`config.mk`:
```
export PLATFORM = sky130hd
export DESIGN_NAME = cbit_interval_trig
export DESIGN_NICKNAME = d
export VERILOG_FILES = /design/src/rtl/cbit_itg_pkg.sv /design/src/rtl/itg_rise_detect.sv /design/src/rtl/itg_enable_regs.sv /design/src/rtl/itg_sticky_flag.sv /design/src/rtl/cbit_interval_trig.sv
export SDC_FILE = /design/constraint.sdc
export NUM_CORES = 1
export LEC_CHECK = 0
export BUFFER_PORTS_ARGS = -buffer_cell sky130_fd_sc_hd__buf_2
export CAP_MARGIN = 20
export CORE_UTILIZATION = 30
export CTS_CLUSTER_SIZE = 12
export DETAILED_ROUTE_END_ITERATION = 16
export SKIP_CTS_REPAIR_TIMING = 1
export SYNTH_ARGS = -nofsm -noshare
export SYNTH_HDL_FRONTEND = slang
export SYNTH_SLANG_ARGS = --single-unit
```
`constraint.sdc`:
```
create_clock -name clk -period 1.9 [get_ports clk]
set_clock_uncertainty 0.15 [all_clocks]
set_input_delay 0.095 -clock clk [delete_from_list [all_inputs] [get_ports clk]]
set_output_delay 0.095 -clock clk [all_outputs]
set_load 0.1 [all_outputs]
```
`src/rtl/cbit_itg_pkg.sv`:
```
// Package: shared constants for the counter-bit interval trigger generator.
// Assumes the register port is a simple strobe bus with combinational read.
package cbit_itg_pkg;
    // Register slot of the low-group interrupt enables; converter k sits at k+1
    localparam int unsigned SLOT_IRQ_EN = 0;
    // Position of the flag inside the status register
    localparam int unsigned FLAG_POS    = 0;
endpackage

```
`src/rtl/itg_rise_detect.sv`:
```
// Rise detector: flags a 0-to-1 change of each input bit between two
// consecutive clock samples. The first sample after reset is only captured,
// so a bit already high at reset release is not reported as a rise.
module itg_rise_detect #(
    parameter int unsigned W = 4
) (
    input  logic         clk,
    input  logic         rst_n,
    input  logic [W-1:0] sample_i,
    output logic [W-1:0] rise_o
);
    logic [W-1:0] prev_q;
    logic         primed_q;

    // Keep the previous sample and note that one valid sample exists
    always_ff @(posedge clk) begin
        if (!rst_n) begin
            prev_q   <= '0;
            primed_q <= 1'b0;
        end else begin
            prev_q   <= sample_i;
            primed_q <= 1'b1;
        end
    end

    // A rise is high now, low at the previous sample, and only once primed
    always_comb begin
        rise_o = primed_q ? (sample_i & ~prev_q) : '0;
    end

    AST_RISE_SEEN_HIGH: assert property (@(posedge clk) disable iff (!rst_n)
        (rise_o != '0) |=> ((prev_q & $past(rise_o)) == $past(rise_o)));
endmodule

```
`src/rtl/itg_enable_regs.sv`:
```
// Enable register file: one low-group interrupt enable register and one
// register per converter. Writes land on the clock edge, so any logic that
// reads the outputs in the write cycle still sees the old value.
// Assumes addresses outside the enable slots are decoded elsewhere.
module itg_enable_regs
    import cbit_itg_pkg::*;
#(
    parameter int unsigned NUM_AD   = 2,
    parameter int unsigned DATA_W   = 8,
    parameter int unsigned IRQ_BITS = 2,
    parameter int unsigned ADDR_W   = 2
) (
    input  logic                          clk,
    input  logic                          rst_n,
    input  logic                          wr_i,
    input  logic [ADDR_W-1:0]             addr_i,
    input  logic [DATA_W-1:0]             wdata_i,
    output logic [IRQ_BITS-1:0]           irq_en_o,
    output logic [NUM_AD-1:0][DATA_W-1:0] conv_o
);
    logic [IRQ_BITS-1:0] irq_en_q;

    // Low-group interrupt enables, cleared by reset
    always_ff @(posedge clk) begin
        if (!rst_n)
            irq_en_q <= '0;
        else if (wr_i && addr_i == ADDR_W'(SLOT_IRQ_EN))
            irq_en_q <= wdata_i[IRQ_BITS-1:0];
    end
    assign irq_en_o = irq_en_q;

    for (genvar k = 0; k < NUM_AD; k++) begin : g_conv
        logic [DATA_W-1:0] conv_q;

        // One converter register: start enables high half, irq enables low half
        always_ff @(posedge clk) begin
            if (!rst_n)
                conv_q <= '0;
            else if (wr_i && addr_i == ADDR_W'(k + 1))
                conv_q <= wdata_i;
        end
        assign conv_o[k] = conv_q;

        AST_CONV_RESET_ZERO: assert property (@(posedge clk)
            !rst_n |=> (conv_q == '0));
    end

    AST_IRQ_EN_RESET_ZERO: assert property (@(posedge clk)
        !rst_n |=> (irq_en_q == '0));
endmodule

```
`src/rtl/itg_sticky_flag.sv`:
```
// Sticky interval flag with a read-then-write-zero clear. A status read that
// returns 1 arms the clear; the next write of 0 clears and disarms. A set in
// the same cycle as a clear wins, and the arm is dropped either way.
module itg_sticky_flag (
    input  logic clk,
    input  logic rst_n,
    input  logic set_i,
    input  logic rd_i,
    input  logic wr_i,
    input  logic wbit_i,
    output logic flag_o
);
    logic flag_q;
    logic armed_q;
    logic clr;

    // A clear needs a write of 0 while armed
    always_comb begin
        clr = wr_i && !wbit_i && armed_q;
    end

    // Arm on a read that returns 1, disarm once a clear is used
    always_ff @(posedge clk) begin
        if (!rst_n)
            armed_q <= 1'b0;
        else if (clr)
            armed_q <= 1'b0;
        else if (rd_i && flag_q)
            armed_q <= 1'b1;
    end

    // Flag: set has priority over clear
    always_ff @(posedge clk) begin
        if (!rst_n)
            flag_q <= 1'b0;
        else if (set_i)
            flag_q <= 1'b1;
        else if (clr)
            flag_q <= 1'b0;
    end
    assign flag_o = flag_q;

    AST_SET_BEATS_CLEAR: assert property (@(posedge clk) disable iff (!rst_n)
        set_i |=> flag_q);
    AST_FLAG_HOLDS: assert property (@(posedge clk) disable iff (!rst_n)
        (flag_q && !(wr_i && !wbit_i && armed_q)) |=> flag_q);
    AST_NO_SPONTANEOUS_SET: assert property (@(posedge clk) disable iff (!rst_n)
        (!flag_q && !set_i) |=> !flag_q);
    AST_CLEAR_NEEDS_READ: assert property (@(posedge clk) disable iff (!rst_n)
        (armed_q && !$past(armed_q)) |-> $past(rd_i && flag_q));
endmodule

```
`src/rtl/cbit_interval_trig.sv`:
```
// Counter-bit interval trigger generator (top). Watches two groups of timer
// counter bits for rising transitions. Enabled rises set one shared sticky
// interrupt flag and fire one-clock start pulses per converter.
// Assumes count_i is synchronous to clk and the bus is a strobe interface.
module cbit_interval_trig
    import cbit_itg_pkg::*;
#(
    parameter int unsigned CNT_W    = 16,
    parameter int unsigned IRQ_LO   = 6,
    parameter int unsigned IRQ_BITS = 2,
    parameter int unsigned AD_LO    = 10,
    parameter int unsigned AD_BITS  = 4,
    parameter int unsigned NUM_AD   = 2
) (
    input  logic                         clk,
    input  logic                         rst_n,
    input  logic [CNT_W-1:0]             count_i,
    input  logic                         bus_wr_i,
    input  logic                         bus_rd_i,
    input  logic [$clog2(NUM_AD+2)-1:0]  bus_addr_i,
    input  logic [2*AD_BITS-1:0]         bus_wdata_i,
    output logic [2*AD_BITS-1:0]         bus_rdata_o,
    output logic                         irq_o,
    output logic [NUM_AD-1:0]            adc_start_o
);
    localparam int unsigned DATA_W      = 2 * AD_BITS;
    localparam int unsigned ADDR_W      = $clog2(NUM_AD + 2);
    localparam int unsigned SLOT_STATUS = NUM_AD + 1;
    localparam logic [CNT_W-1:0] WATCHED =
        (CNT_W'((1 << IRQ_BITS) - 1) << IRQ_LO) | (CNT_W'((1 << AD_BITS) - 1) << AD_LO);

    logic [IRQ_BITS-1:0]           irq_rise;
    logic [AD_BITS-1:0]            ad_rise;
    logic [IRQ_BITS-1:0]           irq_en;
    logic [NUM_AD-1:0][DATA_W-1:0] conv;
    logic [NUM_AD-1:0]             conv_irq_hit;
    logic [NUM_AD-1:0]             conv_start_hit;
    logic                          flag_set;
    logic                          flag;
    logic                          status_sel;
    logic                          unused_cnt_bits;

    assign unused_cnt_bits = ^(count_i & ~WATCHED);
    assign status_sel      = (bus_addr_i == ADDR_W'(SLOT_STATUS));

    itg_rise_detect #(.W(IRQ_BITS)) i_irq_rise (
        .clk      (clk),
        .rst_n    (rst_n),
        .sample_i (count_i[IRQ_LO +: IRQ_BITS]),
        .rise_o   (irq_rise)
    );

    itg_rise_detect #(.W(AD_BITS)) i_ad_rise (
        .clk      (clk),
        .rst_n    (rst_n),
        .sample_i (count_i[AD_LO +: AD_BITS]),
        .rise_o   (ad_rise)
    );

    itg_enable_regs #(
        .NUM_AD   (NUM_AD),
        .DATA_W   (DATA_W),
        .IRQ_BITS (IRQ_BITS),
        .ADDR_W   (ADDR_W)
    ) i_regs (
        .clk      (clk),
        .rst_n    (rst_n),
        .wr_i     (bus_wr_i),
        .addr_i   (bus_addr_i),
        .wdata_i  (bus_wdata_i),
        .irq_en_o (irq_en),
        .conv_o   (conv)
    );

    for (genvar k = 0; k < NUM_AD; k++) begin : g_ad
        logic start_q;

        // Per-converter hits: low half gates the flag, high half the pulse
        always_comb begin
            conv_irq_hit[k]   = |(ad_rise & conv[k][AD_BITS-1:0]);
            conv_start_hit[k] = |(ad_rise & conv[k][DATA_W-1:AD_BITS]);
        end

        // Register the start pulse so it lasts exactly one clock
        always_ff @(posedge clk) begin
            if (!rst_n)
                start_q <= 1'b0;
            else
                start_q <= conv_start_hit[k];
        end
        assign adc_start_o[k] = start_q;

        AST_START_NEEDS_ENABLE: assert property (@(posedge clk) disable iff (!rst_n)
            start_q |-> ($past(conv[k][DATA_W-1:AD_BITS]) != '0));
        AST_START_NEEDS_RISE: assert property (@(posedge clk) disable iff (!rst_n)
            start_q |-> ($past(ad_rise) != '0));
    end

    // Any enabled rise in either group sets the shared flag
    always_comb begin
        flag_set = (|(irq_rise & irq_en)) || (|conv_irq_hit);
    end

    itg_sticky_flag i_flag (
        .clk    (clk),
        .rst_n  (rst_n),
        .set_i  (flag_set),
        .rd_i   (bus_rd_i && status_sel),
        .wr_i   (bus_wr_i && status_sel),
        .wbit_i (bus_wdata_i[FLAG_POS]),
        .flag_o (flag)
    );
    assign irq_o = flag;

    // Combinational read mux over all register slots
    always_comb begin
        bus_rdata_o = '0;
        if (bus_addr_i == ADDR_W'(SLOT_IRQ_EN))
            bus_rdata_o[IRQ_BITS-1:0] = irq_en;
        for (int k = 0; k < NUM_AD; k++) begin
            if (bus_addr_i == ADDR_W'(k + 1))
                bus_rdata_o = conv[k];
        end
        if (status_sel)
            bus_rdata_o[FLAG_POS] = flag;
    end

    AST_IRQ_FOLLOWS_RISE: assert property (@(posedge clk) disable iff (!rst_n)
        $rose(irq_o) |-> $past(flag_set));
endmodule

```
==> results of run 1 <==
[logic make-up after synthesis]
kind of cell,after synthesis
AOI/OAI and AO/OA,35
buffers and inverters,11
DFF,29
muxes,4
and+or+nand+nor,60
[cells in the mapped netlist, types with 2 or more instances]
library cell	instances
and2_1	6
nand3b_1	2
mux2i_1	3
dfxtp_1	29
nor2_1	2
buf_4	3
nand3_1	13
nand3_2	3
clkbuf_1	2
buf_2	2
a21oi_1	15
a21oi_2	3
buf_6	3
nor3_1	2
a22oi_1	6
a41oi_1	2
or2_2	4
a22o_1	6
nor2b_4	2
and3b_1	6
nand2_1	19
[registers in the layout, indices dropped and copies added, names as in the netlist]
register              flops
i_ad_rise.primed_q        1
g_ad.start_q              2
i_regs.g_conv.conv_q     16
i_ad_rise.prev_q          4
i_irq_rise.prev_q         2
i_flag.armed_q            1
i_flag.flag_o             1
i_regs.irq_en_o           2
[power breakdown]
| group | leakage (uW) | switching [uW] | internal [uW] | total (uW) |
|---|---|---|---|---|
| logic | 0.000424 | 131 | 81.2 | 212 |
| registers | 0.000238 | 13.8 | 632 | 646 |
| clock network | 0.0000443 | 221 | 287 | 507 |
| total | 0.000706 | 365 | 1000 | 1370 |
[worst reg2reg max path, stage by stage (launching register included)]
cell	delay (ns)
dfxtp_1	0.32
or2_2	0.31
a22oi_1	0.22
a41oi_1	0.13
[worst max path at each step]
stage / from / endpoint / slack (ns) / cells past startpoint
finish: i_regs.g_conv[1].conv_q[0] / bus_rdata_o[0] / 0.24 / 2
global route: i_regs.g_conv[1].conv_q[0] / bus_rdata_o[0] / 0.20 / 2
CTS: i_flag.flag_o / bus_rdata_o[0] / 0.23 / 2
detailed placement: bus_addr_i[1] / bus_rdata_o[1] / 0.33 / 5
global placement: bus_addr_i[1] / bus_rdata_o[5] / 0.32 / 4
floorplan: i_flag.flag_o / bus_rdata_o[0] / 0.30 / 1
[routing by layer]
| layer | vias up | track usage, % |
|---|---|---|
| met3 | 10 | 3.716 |
| met5 | - | 0 |
| met4 | 0 | 8.594 |
| met2 | 34 | 20.30 |
| li1 | 586 | - |
| met1 | 517 | 20.47 |
[area by class of cell]
cell class | count | area share (%)
multi-input combinational | 99 | 37.37
inverter | 1 | 0.2177
timing repair buffer | 49 | 20.03
sequential | 29 | 33.74
clock buffer | 7 | 5.007
tap | 50 | 3.628
[metrics by stage]
stage               utilization [%]  total power [uW]
floorplan                         -             795.8
global placement              36.41             846.9
detailed placement            36.41             846.3
CTS                           38.52              1355
global route                  42.19              1429
finish                        42.19              1365
==> metrics.log, run 1 <==
INFO  metric run_status = complete, no violations
INFO  metric synth.largest_area_cell = dfxtp_1
INFO  metric fmax = between 600 and 700 MHz
INFO  metric worst-r2r-setup-slack = ~0.63 ns
INFO  metric numPlacedInstances = between 200 and 250
INFO  metric topmost_layer_with_routed_signal_wires = met4
INFO  metric io_pins = 41
INFO  metric crit_path_cell_trace = mux4_2, buf_2
INFO  metric buffer_ports.inserted = 30
INFO  metric place.gp.congestion = ~0.76
INFO  metric floorplan.initialDensity = between 30% and 40%
INFO  metric min_path_cells = 3
INFO  metric clk_path_buf_depth = 2
INFO  metric worstReg2RegStart = i_regs.g_conv[1].conv_q[2]
INFO  metric antennaDiodeCount = 0
INFO  metric worstPathBufferInverterCount = 1
INFO  metric avgSynthCellArea = between 9 and 10 um^2
INFO  metric fp-row-count = 23
INFO  metric worstSkewPairLatency = roughly 0.28 ns
INFO  metric arrival_worst_endpoint = 1.41 ns
INFO  metric cp.required = around 1.7 ns
INFO  metric drc_errors = 0
INFO  metric cpMaxStageDelayCell = mux4_2
INFO  metric dr_wl_met3 = between 100 and 150 um
INFO  metric antenna_found_initial = 0
INFO  metric route.final.wire_length = about 3100 um
INFO  metric grt_pass1_vias = a little under 1000
INFO  metric placement.cell_area = between 1000 and 1500 um^2
INFO  metric main_combinational_cell_family_by_area_after_synthesis = simple AND/OR/NAND/NOR gates
INFO  metric p_leak = about 0.00071 uW
INFO  metric final_max_slew_viol_count = 0
INFO  metric detail_route.wirelength.met1 = approximately 1500 um
INFO  metric area.sequential = between 500 and 600 um^2
INFO  metric synth-xor-area-share = 0%
INFO  metric grt_max_degree = 23
INFO  metric design_area = around 1700 um^2
INFO  metric synthCells = ~140
INFO  metric worstPathMaxFanout = 3
INFO  metric chipWidth = between 60 and 70 um
INFO  metric origin_of_the_worst_min_delay_path = bus_wr_i
INFO  metric rr_worst_depth = 3
INFO  metric finalCriticalPeriod = between 1.5 and 2 ns
INFO  metric cts-htree-levels = 2
INFO  metric min_delay_endpoint = i_regs.g_conv[0].conv_q[2]
INFO  metric firstDrtPassIters = 4
INFO  metric die_y = slightly below 70 um
INFO  metric synth_top_cell_area_share = between 40 and 50%
INFO  metric areaGrowthSynthToFinish = 32.75%
INFO  metric post_synthesis_adder_cell_area_fraction = 0%
INFO  metric flops_latches_synth = 29
INFO  metric coreArea = ~4000 um^2
INFO  metric syn_area = ~1300 um^2
INFO  metric design.die.area = between 4000 and 5000 um^2
INFO  metric synth_seq_area_share = 44.70%
INFO  metric clock_sinks = 29
INFO  metric grt_setup_unrepaired = no
INFO  metric ys_dominant_reg_cell = dfxtp_1
INFO  metric kind_of_critical_path = reg -> out
INFO  metric place_worst_setup_slack = around 0.33 ns
INFO  metric avgRoutedWirePerCell = about 13 um
INFO  metric fin_crit_sh = between 80% and 90%
INFO  metric grt_first_pass_wirelength = 4816 um
INFO  metric fraction_of_final_layout_cells_with_drive_strength_greater_than_1 = 30.27%
INFO  metric synth-simple-area-share = a little over a quarter
INFO  metric ys_top_cells_by_area = dfxtp_1 45%, a21oi_1 5.8%, nand2_1 5.5%, nand3_1 5.0%, a22o_1 4.0%
INFO  metric setup_ws = between 0.2 and 0.25 ns
INFO  metric cts_tree = built
INFO  metric post_synth_num_cell_types = 27
INFO  metric r2r-end = i_flag.flag_o
INFO  metric met2_wirelength = between 1000 and 1500 um
INFO  metric multi_input_area = between 600 and 700 um^2
INFO  metric final_nets = roughly 220
INFO  metric routed_via_density = roughly 4.9
INFO  metric synth_edf_count = 0
INFO  metric finalHoldViolCount = 0
INFO  metric cts_made_buffers = 5
INFO  metric worst_setup_path_end_kind = primary output
INFO  metric fraction_of_synthesized_area_in_multiplexers = under 10%
INFO  metric vias = between 1000 and 1500
INFO  metric final_cell_count_no_fill = ~240
INFO  metric hold_ws = approximately 0.033 ns
INFO  metric synth_async_sr_flop_share = 0%
INFO  metric synth_compound_gate_area_share = 18.02%
INFO  metric drtIter0Drc = between 60 and 70
INFO  metric hpwl = 2057 um
INFO  metric setup_violators_final = 0
INFO  metric cts_root_buffer = clkbuf_8
INFO  metric timing.slew.headroom = 67.64%
INFO  metric final_common_cell = buf_2
INFO  metric antenna_left = 0
INFO  metric mostFrequentLayoutCells = 29 x buf_2, 28 x dfxtp_1, 19 x nand2_1, 15 x a21oi_1, 15 x dlygate4sd3_1
INFO  metric worstHoldPathType = in -> reg
INFO  metric yosys_warnings = 0
INFO  metric n_fill_cell = about 420
INFO  metric kind_of_cell_adding_the_most_delay_to_the_critical_path = multiplexers
INFO  metric critical_path.startpoint_type = flip-flop
INFO  metric worst-slew-pin-transition = about 0.5 ns
INFO  metric worst_setup_hold_path_clk_slew = ~0.060 ns
INFO  metric grtUsageTotal = between 10 and 15%
INFO  metric mappedNetlistNets = about 170
INFO  metric maxCapViolations = 0
INFO  metric timing.setup.tns = 0 ns
INFO  metric worst_ir_drop_vdd = 0.0004100 V
INFO  metric overflow = 0
INFO  metric cellPowerDensity = 791.9 nW/um^2
INFO  metric crit_path_max_incr_delay = ~0.48 ns
No activity file was read; power rests on OpenSTA's default activity.
==> run 2, diff against run 1 <==
==> constraint.sdc (replaced) <==
create_clock -name clk -period 1.9 [get_ports clk]
set_clock_uncertainty 0.15 [all_clocks]
set_input_delay 0.19 -clock clk [delete_from_list [all_inputs] [get_ports clk]]
set_output_delay 0.19 -clock clk [all_outputs]
set_load 0.1 [all_outputs]
==> metrics.log, run 2 (same netlist as run 1, synthesis figures left out) <==
INFO  metric cellPowerDensity = 783.7 nW/um^2 (-1.0%)
INFO  metric worst_setup_hold_path_clk_slew = 0.06 ns (about the same)
INFO  metric fmax = 576.1 MHz (-4.4%)
INFO  metric place.gp.congestion = 0.7532 (-1.4%)
INFO  metric firstDrtPassIters = 4 (unchanged)
INFO  metric fraction_of_final_layout_cells_with_drive_strength_greater_than_1 = 31.25% (+0.98 points)
INFO  metric worstHoldPathType = in -> reg
INFO  metric buffer_ports.inserted = 30 (unchanged)
INFO  metric finalCriticalPeriod = 1.736 ns (+0.07713 ns)
INFO  metric drtIter0Drc = 67 (+3.1%)
INFO  metric placement.cell_area = 1570 um^2 (+5.6%)
INFO  metric final_common_cell = dfxtp_1
INFO  metric largest_register = i_regs.g_conv.conv_q
INFO  metric areaGrowthSynthToFinish = 32.95%
INFO  metric p_leak = 0.0006832 uW (-3.2%)
INFO  metric die_y = 67.80 um (unchanged)
INFO  metric origin_of_the_worst_min_delay_path = bus_wdata_i[6]
INFO  metric worst_ir_drop_vdd = 0.0004780 V (+17%)
INFO  metric cts_made_buffers = 5 (unchanged)
INFO  metric chipWidth = 67.80 um (unchanged)
INFO  metric final_cell_count_no_fill = 226 (-3.8%)
INFO  metric cpMaxStageDelayCell = mux4_2
INFO  metric floorplan.initialDensity = 31.78% (unchanged)
INFO  metric cp.required = 1.56 ns (-0.09 ns)
INFO  metric kind_of_cell_adding_the_most_delay_to_the_critical_path = multiplexers
INFO  metric crit_path_cell_trace = mux4_2, buf_2
INFO  metric fin_crit_sh = 91.36% (+4.1 points)
INFO  metric worst-r2r-setup-slack = 0.62 ns (about the same)
INFO  metric maxCapViolations = 0 (unchanged)
INFO  metric r2r-end = i_flag.flag_o
INFO  metric final_nets = 206 (-4.2%)
INFO  metric final_max_slew_viol_count = 0 (unchanged)
INFO  metric clk_path_buf_depth = 2 (unchanged)
INFO  metric worstSkewPairLatency = 0.28 ns (about the same)
INFO  metric cts-htree-levels = 2 (unchanged)
INFO  metric timing.setup.tns = 0 ns (unchanged)
INFO  metric grt_first_pass_wirelength = 4761 um (-1.1%)
INFO  metric avgRoutedWirePerCell = 13.38 um (+1.0%)
INFO  metric grt_pass1_vias = 987 (+1.2%)
INFO  metric mostFrequentLayoutCells = 28 x dfxtp_1, 23 x buf_2, 19 x nand2_1, 15 x a21oi_1, 13 x nand3_1
INFO  metric route.final.wire_length = 3025 um (-2.9%)
INFO  metric grtUsageTotal = 14.30% (-0.45 points)
INFO  metric timing.slew.headroom = 67.99% (+0.35 points)
INFO  metric antennaDiodeCount = 0 (unchanged)
INFO  metric grt_max_degree = 23 (unchanged)
INFO  metric antenna_left = 0 (unchanged)
INFO  metric arrival_worst_endpoint = 1.40 ns (about the same)
INFO  metric cts_root_buffer = clkbuf_8
INFO  metric run_status = complete, no violations
INFO  metric rr_worst_depth = 3 (unchanged)
INFO  metric worst-slew-pin-transition = 0.4835 ns (-0.005322 ns)
INFO  metric drc_errors = 0 (unchanged)
INFO  metric worst_setup_path_end_kind = primary output
INFO  metric cp_startpoint = i_flag.flag_o
INFO  metric coreArea = 4086 um^2 (unchanged)
INFO  metric overflow = 0 (unchanged)
INFO  metric clock_sinks = 29 (unchanged)
INFO  metric design_area = 1727 um^2 (+0.15%)
INFO  metric largest_registers = i_regs.g_conv.conv_q (16), i_ad_rise.prev_q (4)
INFO  metric numPlacedInstances = 212 (-0.47%)
INFO  metric min_path_cells = 3 (unchanged)
INFO  metric worstReg2RegStart = i_regs.g_conv[1].conv_q[2]
INFO  metric kind_of_critical_path = reg -> out
INFO  metric setup_violators_final = 0 (unchanged)
INFO  metric min_delay_endpoint = i_regs.g_conv[1].conv_q[6]
INFO  metric critical_path.startpoint_type = flip-flop
INFO  metric routed_via_density = 4.978 (+2.0%)
INFO  metric antenna_found_initial = 0 (unchanged)
INFO  metric fp-row-count = 23 (unchanged)
INFO  metric io_pins = 41 (unchanged)
INFO  metric grt_setup_unrepaired = no
INFO  metric vias = 1125 (-1.9%)
INFO  metric flip_flop_count_of_the_largest_register_all_copies_and_words_added = 16 (unchanged)
INFO  metric hpwl = 2003 um (-2.6%)
INFO  metric design.die.area = 4596 um^2 (unchanged)
INFO  metric worstPathBufferInverterCount = 1 (unchanged)
INFO  metric finalHoldViolCount = 0 (unchanged)
INFO  metric crit_path_max_incr_delay = 0.48 ns (about the same)
INFO  metric worstPathMaxFanout = 4 (+1)
INFO  metric cts_tree = built
## run 2: changes by cell type in the layout (fill, tap and decap cells not counted)
| cell | delta |
|---|---|
| buf_2 | -6 |
| buf_4 | -1 |
| buf_12 | +6 |
| dlygate4sd3_1 | -8 |
## run 2: area by class of cell
cell class	count	area [um^2]
Tap cell	50	62.56
Multi-Input combinational cell	99	644.4
Timing Repair Buffer	40	347.8
Clock buffer	7	86.33
Inverter	1	3.754
Sequential cell	29	581.8
Fill cell	410	2360
## run 2: worst max path at each step
stage | to | slack, ns | cells after the start
after floorplan | bus_rdata_o[2] | 0.12 | 4
after global placement | bus_rdata_o[4] | 0.30 | 4
after detailed placement | bus_rdata_o[4] | 0.30 | 4
after CTS | bus_rdata_o[0] | 0.17 | 2
after global routing | bus_rdata_o[0] | 0.15 | 2
final | bus_rdata_o[0] | 0.16 | 2
## run 2: layer usage
metal	vias up	global-route usage, %	share of wire (%)
li1	566	-	-
met2	32	20.05	46
met4	0	7.031	1.3
met5	-	0	0
met3	7	3.716	5.5
met1	520	19.98	47
## run 2: power breakdown
group	internal, uW	switching [uW]
Clock	286	213
Sequential	632	13.9
Combinational	78.5	129
## run 2: stage by stage
step,utilization [%],worst slack (ns),hold WS [ns],total power (uW)
after global placement,38.43,0.3026,0.2311,854.6
after CTS,40.54,0.1656,-0.05411,1358
after detailed placement,38.43,0.2980,0.2315,855.7
final,42.25,0.1641,0.01558,1353
after global routing,42.25,0.1465,0.01116,1414
after floorplan,-,0.1190,0.06772,795.8
## run 2: worst min-delay path, stage by stage
cell     delay (ns)
buf_2          0.11
nand3_2        0.06
a21oi_2        0.04
==> run 3, diff against run 2 <==
--- a/config.mk
+++ b/config.mk
@@ -7,9 +7,12 @@
 export LEC_CHECK = 0
 export BUFFER_PORTS_ARGS = -buffer_cell sky130_fd_sc_hd__buf_2
 export CAP_MARGIN = 20
+export CELL_PAD_IN_SITES_DETAIL_PLACEMENT = 1
+export CELL_PAD_IN_SITES_GLOBAL_PLACEMENT = 1
 export CORE_UTILIZATION = 30
 export CTS_CLUSTER_SIZE = 12
 export DETAILED_ROUTE_END_ITERATION = 16
+export PLACE_DENSITY_LB_ADDON = 0.1
 export SKIP_CTS_REPAIR_TIMING = 1
 export SYNTH_ARGS = -nofsm -noshare
 export SYNTH_HDL_FRONTEND = slang
==> metrics.log, run 3 (same netlist as run 1, synthesis figures left out) <==
INFO  metric io_pins = 41 (unchanged)
INFO  metric rr_worst_depth = 3 (unchanged)
INFO  metric floorplan.initialDensity = 31.78% (unchanged)
INFO  metric clk_path_buf_depth = 2 (unchanged)
INFO  metric kind_of_critical_path = reg -> out
INFO  metric p_leak = 0.0006707 uW (-1.8%)
INFO  metric clock_sinks = 29 (unchanged)
INFO  metric flip_flop_count_of_the_largest_register_all_copies_and_words_added = 16 (unchanged)
INFO  metric cts_root_buffer = clkbuf_8
INFO  metric run_status = complete, but fails checks
INFO  metric netSwitchingPower = 365.0 uW (+2.5%)
INFO  metric netSwitchingFraction = 26.87% (+0.56 points)
INFO  metric crit_path_cell_trace = mux4_2, buf_2
INFO  metric antennaDiodeCount = 0 (unchanged)
INFO  metric worst-slew-pin-transition = 0.4907 ns (+0.007188 ns)
INFO  metric drtIter0Drc = 28 (-58%)
INFO  metric fraction_of_final_layout_cells_with_drive_strength_greater_than_1 = 31.79% (+0.54 points)
INFO  metric mostFrequentLayoutCells = 28 x dfxtp_1, 23 x buf_2, 19 x nand2_1, 15 x a21oi_1, 13 x nand3_1
INFO  metric seq_power_share = 47.6% (-0.2 points)
INFO  metric p_clk_share = 37.1% (+0.2 points)
INFO  metric worst_ir_drop_vdd = 0.0003012 V (-37%)
INFO  metric cp.required = 1.56 ns (about the same)
INFO  metric finalCriticalPeriod = 1.715 ns (-0.02048 ns)
INFO  metric worstHoldPathType = in -> reg
INFO  metric worstReg2RegStart = i_regs.g_conv[1].conv_q[2]
INFO  metric route.final.wire_length = 3613 um (+19%)
INFO  metric overflow = 0 (unchanged)
INFO  metric firstDrtPassIters = 3 (-1)
INFO  metric arrival_worst_endpoint = 1.38 ns (-0.02 ns)
INFO  metric buffer_ports.inserted = 30 (unchanged)
INFO  metric finalHoldViolCount = 2 (+2)
INFO  metric final_max_slew_viol_count = 0 (unchanged)
INFO  metric worst-r2r-setup-slack = 0.57 ns (-0.05 ns)
INFO  metric cts-htree-levels = 2 (unchanged)
INFO  metric chipWidth = 67.80 um (unchanged)
INFO  metric antenna_found_initial = 0 (unchanged)
INFO  metric coreArea = 4086 um^2 (unchanged)
INFO  metric grt_pass1_vias = 1151 (+17%)
INFO  metric worstPathBufferInverterCount = 1 (unchanged)
INFO  metric grt_setup_unrepaired = no
INFO  metric setup_violators_final = 0 (unchanged)
INFO  metric min_path_cells = 2 (-1)
INFO  metric fin_crit_sh = 90.28% (-1.1 points)
INFO  metric areaGrowthSynthToFinish = 30.64%
INFO  metric combPwrFrac = 15.2% (about the same)
INFO  metric avgRoutedWirePerCell = 16.20 um (+21%)
INFO  metric critical_path.startpoint_type = flip-flop
INFO  metric final_nets = 203 (-1.5%)
INFO  metric crit_path_max_incr_delay = 0.46 ns (-0.02 ns)
INFO  metric worstSkewPairLatency = 0.27 ns (about the same)
INFO  metric worst_setup_path_end_kind = primary output
INFO  metric violations = hold timing
INFO  metric worstPathMaxFanout = 4 (unchanged)
INFO  metric cts_made_buffers = 5 (unchanged)
INFO  metric cpMaxStageDelayCell = mux4_2
INFO  metric cellPowerDensity = 800.6 nW/um^2 (+2.2%)
INFO  metric min_delay_endpoint = i_ad_rise.prev_q[2]
INFO  metric timing.slew.headroom = 67.51% (-0.48 points)
INFO  metric final_common_cell = dfxtp_1
INFO  metric antenna_left = 0 (unchanged)
INFO  metric grtUsageTotal = 17.35% (+3.1 points)
INFO  metric kind_of_cell_adding_the_most_delay_to_the_critical_path = multiplexers
INFO  metric die_y = 67.80 um (unchanged)
INFO  metric hold_ws = -0.002455 ns (-0.01803 ns)
INFO  metric origin_of_the_worst_min_delay_path = count_i[12]
INFO  metric r2r-end = i_flag.flag_o
INFO  metric fmax = 583.0 MHz (+1.2%)
INFO  metric timing.setup.tns = 0 ns (unchanged)
INFO  metric largest_register = i_regs.g_conv.conv_q
INFO  metric place.gp.congestion = 0.7479 (-0.70%)
INFO  metric cts_tree = built
INFO  metric p_int = 993.3 uW (-0.39%)
INFO  metric grt_max_degree = 23 (unchanged)
INFO  metric drc_errors = 0 (unchanged)
INFO  metric grt_first_pass_wirelength = 5609 um (+18%)
INFO  metric fp-row-count = 23 (unchanged)
INFO  metric vias = 1157 (+2.8%)
INFO  metric design.die.area = 4596 um^2 (unchanged)
INFO  metric routed_via_density = 5.188 (+4.2%)
INFO  metric maxCapViolations = 0 (unchanged)
INFO  metric largest_registers = i_regs.g_conv.conv_q (16), i_ad_rise.prev_q (4)
INFO  metric worst_setup_hold_path_clk_slew = 0.06 ns (about the same)
INFO  metric hpwl = 2599 um (+30%)
==> run 3: changes by cell type in the layout (fill, tap and decap cells not counted) <==
cell | previous run | this run
dlygate4sd3_1 | 7 | 4
==> run 3: layout make-up <==
| cell class | count | area [um^2] |
|---|---|---|
| Fill cell | 489 | 2390 |
| Multi-Input combinational cell | 99 | 644.4 |
| Sequential cell | 29 | 581.8 |
| Timing Repair Buffer | 37 | 317.8 |
| Clock buffer | 7 | 86.33 |
| Tap cell | 50 | 62.56 |
| Inverter | 1 | 3.754 |
==> run 3: stage by stage <==
step	cell area (um^2)	setup WS (ns)	utilization, %	std cells	power (uW)
after floorplan	1304	0.1190	-	139	795.8
after global placement	1570	0.3098	38.43	212	854.6
after detailed placement	1570	0.2912	38.43	212	862.1
after CTS	1657	0.1697	40.54	219	1373
after global routing	1697	0.1491	41.52	223	1422
final	1697	0.1846	41.52	223	1358
==> run 3: worst max-delay path by stage <==
stage	start	endpoint	cells past startpoint
CTS	i_flag.flag_o	bus_rdata_o[0]	2
finish	i_flag.flag_o	bus_rdata_o[0]	2
floorplan	bus_addr_i[1]	bus_rdata_o[2]	4
global route	i_flag.flag_o	bus_rdata_o[0]	2
detailed placement	bus_addr_i[0]	bus_rdata_o[5]	4
global placement	bus_addr_i[0]	bus_rdata_o[0]	3
==> run 3: worst reg2reg max path: stages (launching register included) <==
cell	delay (ns)
dfxtp_1	0.32
or2_2	0.30
a22oi_1	0.26
a41oi_1	0.15
==> run 3: power by group through the flow <==
stage	Combinational, uW	Sequential [uW]	Clock [uW]
floorplan	128	668	0
global placement	196	658	0
detailed placement	202	660	0
CTS	202	647	524
global route	223	649	550
finish	207	647	504
==> run 3: per-layer routing <==
| layer | track usage [%] | share of wire, % | routed length [um] | vias up |
|---|---|---|---|---|
| met1 | 21.27 | 46 | 1661 | 567 |
| met5 | 0 | 0 | 0 | - |
| li1 | - | - | - | 561 |
| met4 | 6.250 | 1.1 | 41 | 0 |
| met3 | 5.236 | 3.8 | 138 | 6 |
| met2 | 28.47 | 49 | 1771 | 23 |
